==> config.mk <==
export PLATFORM = sky130hd
export DESIGN_NAME = rxr_ring_writer
export DESIGN_NICKNAME = d
export VERILOG_FILES = /design/src/rtl/rxr_pkg.sv /design/src/rtl/rxr_pack.sv /design/src/rtl/rxr_ring_ptr.sv /design/src/rtl/rxr_drop_cnt.sv /design/src/rtl/rxr_ring_writer.sv
export SDC_FILE = /design/constraint.sdc
export NUM_CORES = 1
export LEC_CHECK = 0
export BUFFER_PORTS_ARGS = -buffer_cell sky130_fd_sc_hd__buf_4
export CORE_MARGIN = 4
export CORE_UTILIZATION = 51
export CTS_CLUSTER_SIZE = 16
export DETAILED_ROUTE_END_ITERATION = 7
export PLACE_DENSITY = 0.72
export SYNTH_ARGS = -nofsm -noshare
export SYNTH_HDL_FRONTEND = slang
export SYNTH_SLANG_ARGS = --single-unit
==> constraint.sdc <==
create_clock -name clk -period 6 [get_ports clk]
set_input_delay 0.6 -clock clk [delete_from_list [all_inputs] [get_ports clk]]
set_output_delay 0.6 -clock clk [all_outputs]
set_load 0.01 [all_outputs]
==> src/rtl/rxr_pkg.sv <==
`timescale 1ns/1ps
package rxr_pkg;
  // status bit positions inside the 16-bit status half of descriptor word 0
  localparam int ST_EMPTY = 15;
  localparam int ST_WRAP  = 13;
  localparam int ST_LAST  = 11;
  localparam int ST_ERR   = 1;

  typedef enum logic [3:0] {
    S_STALL, S_FETCH, S_WAIT0, S_CAP0, S_CAP1,
    S_ARMED, S_RECV, S_FLUSH, S_WDESC
  } rxr_state_t;
endpackage

==> src/rtl/rxr_pack.sv <==
`timescale 1ns/1ps
// Gathers bytes into memory words, lowest lane first.
module rxr_pack #(
  parameter int DW = 32
) (
  input  logic          clk,
  input  logic          rst,
  input  logic          clr,
  input  logic          push,
  input  logic [7:0]    byte_in,
  output logic [DW-1:0] full_word,
  output logic          fire,
  output logic [DW-1:0] part_word,
  output logic          part_any
);
  localparam int NB = DW / 8;
  localparam int LW = $clog2(NB);

  logic [DW-1:0] acc;
  logic [LW-1:0] lane;

  always_comb begin
    full_word = acc;
    full_word[8*int'(lane) +: 8] = byte_in;
  end

  assign fire      = push && (lane == LW'(NB - 1));
  assign part_word = acc;
  assign part_any  = (lane != '0);

  always_ff @(posedge clk) begin
    if (rst || clr) begin
      acc  <= '0;
      lane <= '0;
    end else if (push) begin
      acc  <= fire ? '0 : full_word;
      lane <= lane + LW'(1);
    end
  end
endmodule

==> src/rtl/rxr_ring_ptr.sv <==
`timescale 1ns/1ps
// Current descriptor address; follows the wrap flag back to the base.
module rxr_ring_ptr #(
  parameter int AW = 16
) (
  input  logic          clk,
  input  logic          rst,
  input  logic [AW-1:0] base,
  input  logic          advance,
  input  logic          wrap,
  output logic [AW-1:0] cur
);
  always_ff @(posedge clk) begin
    if (rst)          cur <= base;
    else if (advance) cur <= wrap ? base : cur + AW'(2);
  end
endmodule

==> src/rtl/rxr_drop_cnt.sv <==
`timescale 1ns/1ps
module rxr_drop_cnt #(
  parameter int CW = 8
) (
  input  logic          clk,
  input  logic          rst,
  input  logic          hit,
  output logic [CW-1:0] count
);
  always_ff @(posedge clk) begin
    if (rst)      count <= '0;
    else if (hit) count <= count + CW'(1);
  end
endmodule

==> src/rtl/rxr_ring_writer.sv <==
`timescale 1ns/1ps
module rxr_ring_writer
  import rxr_pkg::*;
#(
  parameter int AW      = 16,
  parameter int DW      = 32,
  parameter int MAX_LEN = 1518,
  parameter int CW      = 8
) (
  input  logic          clk,
  input  logic          rst,
  input  logic [AW-1:0] ring_base,
  input  logic          kick,
  input  logic          rx_valid,
  input  logic [7:0]    rx_data,
  input  logic          rx_sof,
  input  logic          rx_eof,
  input  logic          rx_err,
  output logic          mem_req,
  output logic          mem_we,
  output logic [AW-1:0] mem_addr,
  output logic [DW-1:0] mem_wdata,
  input  logic [DW-1:0] mem_rdata,
  output logic          stalled,
  output logic          frame_done,
  output logic [CW-1:0] drop_count
);
  localparam int SW = DW / 2;

  rxr_state_t    state;
  logic [AW-1:0] cur;
  logic [DW-1:0] buf_q;
  logic [AW-1:0] widx;
  logic [SW-1:0] len_q;
  logic          wrap_q, emp_q, err_q, trunc_q;
  logic          req_q, we_q, done_q;
  logic [AW-1:0] addr_q;
  logic [DW-1:0] wdata_q;

  logic          take, room, push, fire, part_any, drop_hit, adv, clr_pack;
  logic [DW-1:0] full_word, part_word;
  logic [SW-1:0] stat_out;
  logic [AW-1:0] data_addr;

  assign take = rx_valid && ((state == S_ARMED && rx_sof) || state == S_RECV);
  assign room = (len_q < SW'(MAX_LEN));
  assign push = take && room;
  assign drop_hit = rx_valid && rx_sof && (state != S_ARMED) && (state != S_RECV);
  assign adv = (state == S_WDESC);
  assign clr_pack = (state == S_WDESC);
  assign data_addr = AW'(buf_q + DW'(widx));

  always_comb begin
    stat_out = '0;
    stat_out[ST_WRAP] = wrap_q;
    stat_out[ST_LAST] = 1'b1;
    stat_out[ST_ERR]  = err_q | trunc_q;
  end

  rxr_pack #(.DW(DW)) pack_i (
    .clk(clk), .rst(rst), .clr(clr_pack), .push(push), .byte_in(rx_data),
    .full_word(full_word), .fire(fire), .part_word(part_word), .part_any(part_any)
  );

  rxr_ring_ptr #(.AW(AW)) ptr_i (
    .clk(clk), .rst(rst), .base(ring_base), .advance(adv), .wrap(wrap_q), .cur(cur)
  );

  rxr_drop_cnt #(.CW(CW)) drop_i (
    .clk(clk), .rst(rst), .hit(drop_hit), .count(drop_count)
  );

  always_ff @(posedge clk) begin
    if (rst) begin
      state   <= S_STALL;
      req_q   <= 1'b0;
      we_q    <= 1'b0;
      done_q  <= 1'b0;
      addr_q  <= '0;
      wdata_q <= '0;
      buf_q   <= '0;
      widx    <= '0;
      len_q   <= '0;
      wrap_q  <= 1'b0;
      emp_q   <= 1'b0;
      err_q   <= 1'b0;
      trunc_q <= 1'b0;
    end else begin
      req_q  <= 1'b0;
      we_q   <= 1'b0;
      done_q <= 1'b0;
      case (state)
        S_STALL: if (kick) state <= S_FETCH;
        S_FETCH: begin
          req_q  <= 1'b1;
          addr_q <= cur;
          state  <= S_WAIT0;
        end
        S_WAIT0: begin
          req_q  <= 1'b1;
          addr_q <= cur + AW'(1);
          state  <= S_CAP0;
        end
        S_CAP0: begin
          wrap_q <= mem_rdata[SW + ST_WRAP];
          emp_q  <= mem_rdata[SW + ST_EMPTY];
          state  <= S_CAP1;
        end
        S_CAP1: begin
          buf_q   <= mem_rdata;
          widx    <= '0;
          len_q   <= '0;
          err_q   <= 1'b0;
          trunc_q <= 1'b0;
          state   <= emp_q ? S_ARMED : S_STALL;
        end
        S_ARMED, S_RECV: begin
          if (take) begin
            if (room) len_q <= len_q + SW'(1);
            else      trunc_q <= 1'b1;
            if (fire) begin
              req_q   <= 1'b1;
              we_q    <= 1'b1;
              addr_q  <= data_addr;
              wdata_q <= full_word;
              widx    <= widx + AW'(1);
            end
            if (rx_eof) begin
              err_q <= rx_err;
              state <= S_FLUSH;
            end else begin
              state <= S_RECV;
            end
          end
        end
        S_FLUSH: begin
          if (part_any) begin
            req_q   <= 1'b1;
            we_q    <= 1'b1;
            addr_q  <= data_addr;
            wdata_q <= part_word;
          end
          state <= S_WDESC;
        end
        S_WDESC: begin
          req_q   <= 1'b1;
          we_q    <= 1'b1;
          addr_q  <= cur;
          wdata_q <= {stat_out, len_q};
          done_q  <= 1'b1;
          state   <= S_FETCH;
        end
        default: state <= S_STALL;
      endcase
    end
  end

  assign mem_req    = req_q;
  assign mem_we     = we_q;
  assign mem_addr   = addr_q;
  assign mem_wdata  = wdata_q;
  assign frame_done = done_q;
  assign stalled    = (state == S_STALL);
endmodule

==> results.toml <==
[run_status]
status = "completed"

[timing]
slew-limit-headroom = 0.342
setup_viol = 0
hold_viol_final = 0
maxSlewViolCount = 0
finalCritPeriodShare = 0.501
fmax_ghz = 0.332
layout_min_cycle_time_ns = 3.01
worst_slew_pin_slew_ns = 0.987
rsz0062_at_grt = "false"
fin_skew_ns = 0.00984
timing.setup.tns_ns = 0

[synthesis]
synth_area_leaders = "dfxtp_1 35%, nor2_1 6.7%, edfxtp_1 5.6%"
async_reset_ff_frac = 0
syn-instance-count = 1000
syn_avg_cell_area_sq_um = 8.52
synth_top_area_frac = 0.350
synth_top_family_by_area = "simple AND/OR/NAND/NOR gates"
synth_nets = 1089
muxShareOfSynthArea = 0.00852
ys_warn_count = 0
synth_compound_area_frac = 0.211
seq_area_frac_synth = 0.407
synth_xor_area_frac = 0.0638
synth-simple-area-share = 0.233
synth_fa_ha_area_frac = 0.0391
ys_ff_latch = 165
synth_area_sq_mm = 0.00852
yosys.area.top_type = "dfxtp_1"
synth_flop_cell = "dfxtp_1"
yosys.cell_types.count = 68
synth-edff-count = 16

[worst_setup_path]
start_kind = "register"
cp_slowest_stage_delay_ns = 0.66
crit_path_end_kind = "register"
slowest_stage = "dfxtp_1"
cp_cell_sequence = "nand3b_1 > a21oi_1 > and3_1 > nand2_4 > o211ai_4 > buf_4 > o2111a_1 > nor3_1"
criticalPathCategory = "register to register"
arrival_ns = 3.29
worstPathMaxFanout = 65
crit_family = "simple AND/OR/NAND/NOR gates"
path_buf_inv = 1
cp_data_required_time_ns = 6.28
reg2reg_setup_slack_ns = 2.99

[routing]
drc = 0
num_vias = 7525
vias_per_cell = 5.76
routed_wl_mm = 21.1
drt_iter0_markers = 533
first_pass_iters = 5
antenna_left = 0
wl_per_cell_um = 16.1

[floorplan]
fp.dieW_um = 137
row_count = 46
num_io_pins = 123
start_util = 0.528
die_area_sq_mm = 0.0188
core_sq_mm = 0.0161
dieHeight_um = 137

[grt]
grt_pass1_vias = 7205
grt_pass1_wl_mm = 35.1
grt_start_max_net_pins = 66
antenna_found_initial = 0
gr-total-overflow = 0
track_usage = 0.232

[cells_and_area]
nets = 1166
antenna_cells = 0
final_area_sq_mm = 0.00995
fillers = 1448
final_cell_mix = "151 x nor2_1, 149 x dfxtp_1, 114 x buf_4"
syn_to_final_growth_pct = 16.8
drive_above_1_share = 0.174
layout_commonest_cell = "nor2_1"

[clock_network]
clkTransAtPathRegs_ns = 0.06
cts_tree = "built"
htreeDepth = 4
post_cts_buffers = 0
cts_buffers = 17
clock_latency_ns = 0.43
ctsHoldBuffers = 0
clock-sinks = 165
cts.path.max_buffers = 2
cts_resized = 0
cts_root_buf = "clkbuf_16"

[power_and_ir_drop]
irDropWorstVdd_mv = 0.195
p_leak_nw = 3.75
power_density_mw_per_mm2 = 256

[job]
drv_cap = 0

[placement]
gp_congestion = 0.895
hpwl_mm = 14.7
numPortBuffers = 108
place_area_sq_mm = 0.00936

[min_path]
min_path_type = "input pin to register"
==> cells by family (layout without fill, tap and decap cells) <==
logic type,Yosys count,in the layout
muxes,7,7
DFF,165,165
and+or+nand+nor,422,422
xor gates and xnor gates,62,62
AOI/OAI and AO/OA,251,251
adders and majority gates,26,26
buffers and inverters,67,157
==> sequential cells by signal, indices dropped and copies added, names as in the netlist <==
register / flops
mem_wdata: 32
pack_i.part_word: 32
buf_q: 16
len_q: 16
mem_addr: 16
ptr_i.cur: 16
widx: 16
drop_i.count: 8
state: 4
pack_i.lane: 2
emp_q: 1
err_q: 1
frame_done: 1
mem_req: 1
mem_we: 1
trunc_q: 1
wrap_q: 1
==> cell type report <==
class / count / area, sq um / area share
flip-flops and latches: 165 / 3460 / 0.348
repair buffers: 114 / 856 / 0.0860
inverters: 11 / 41.3 / 0.00415
clock buffers: 23 / 498 / 0.0501
clock inverters: 9 / 88.8 / 0.00893
well taps: 216 / 270 / 0.0272
multi-input cells: 768 / 4730 / 0.476
==> Yosys cell counts (3+ instances only) <==
master	number
xor2_1	37
nand4_1	13
ha_1	25
o31a_1	3
buf_6	7
o21ai_1	5
a31oi_1	6
a22oi_1	20
a41oi_1	3
a311oi_1	3
nand2b_1	9
nor3b_1	3
and2_1	16
nor2_1	151
or2_2	3
xnor2_1	25
o21ai_0	34
a21oi_1	83
inv_1	11
nor3_1	38
edfxtp_1	16
nand2_1	96
a221oi_1	20
a211oi_2	29
dfxtp_1	149
mux2i_1	5
nor2b_1	23
o211ai_1	7
buf_2	13
or3_1	7
a21o_1	6
clkbuf_1	34
a211oi_1	7
nand3b_1	7
and3_1	16
nand3_1	28
==> per-stage QoR <==
step	util	power, mW	hold WS, ns	setup slack [ns]	cells
2_1_floorplan	-	1.38	0.423	3.64	1000
3_3_place_gp	0.581	1.48	0.437	3.06	1274
3_5_place_dp	0.581	1.49	0.443	3.01	1274
4_1_cts	0.617	2.57	0.393	3.01	1306
5_1_grt	0.617	2.66	0.400	2.76	1306
6_report	0.617	2.55	0.411	2.99	1306
==> per-layer routing <==
metal,share of wire,global-route usage,vias to the layer above
met5,0,0,-
met4,0.023,0.0820,0
met3,0.060,0.0493,37
met2,0.47,0.378,230
met1,0.45,0.304,3540
li1,-,-,3718
==> worst paths after layout <==
kind                                     from            end  cells past startpoint
worst max-delay path                 state[0]  mem_wdata[17]                      8
worst min-delay path            mem_rdata[29]         wrap_q                      3
worst max register to register       state[0]  mem_wdata[17]                      8
worst min register to register       buf_q[6]       buf_q[6]                      2
==> tightest hold or removal path, cell delays in order <==
cell and delay, ns:
buf_4 0.08, mux2i_1 0.05, nor2_1 0.07
==> power by group <==
part | internal, mW | total, mW | switching, mW
Sequential | 1.15 | 1.19 | 0.0411
Clock | 0.630 | 1.08 | 0.447
Combinational | 0.114 | 0.274 | 0.161
Total | 1.90 | 2.55 | 0.649
Note: power is estimated with default switching activity, not from simulation.
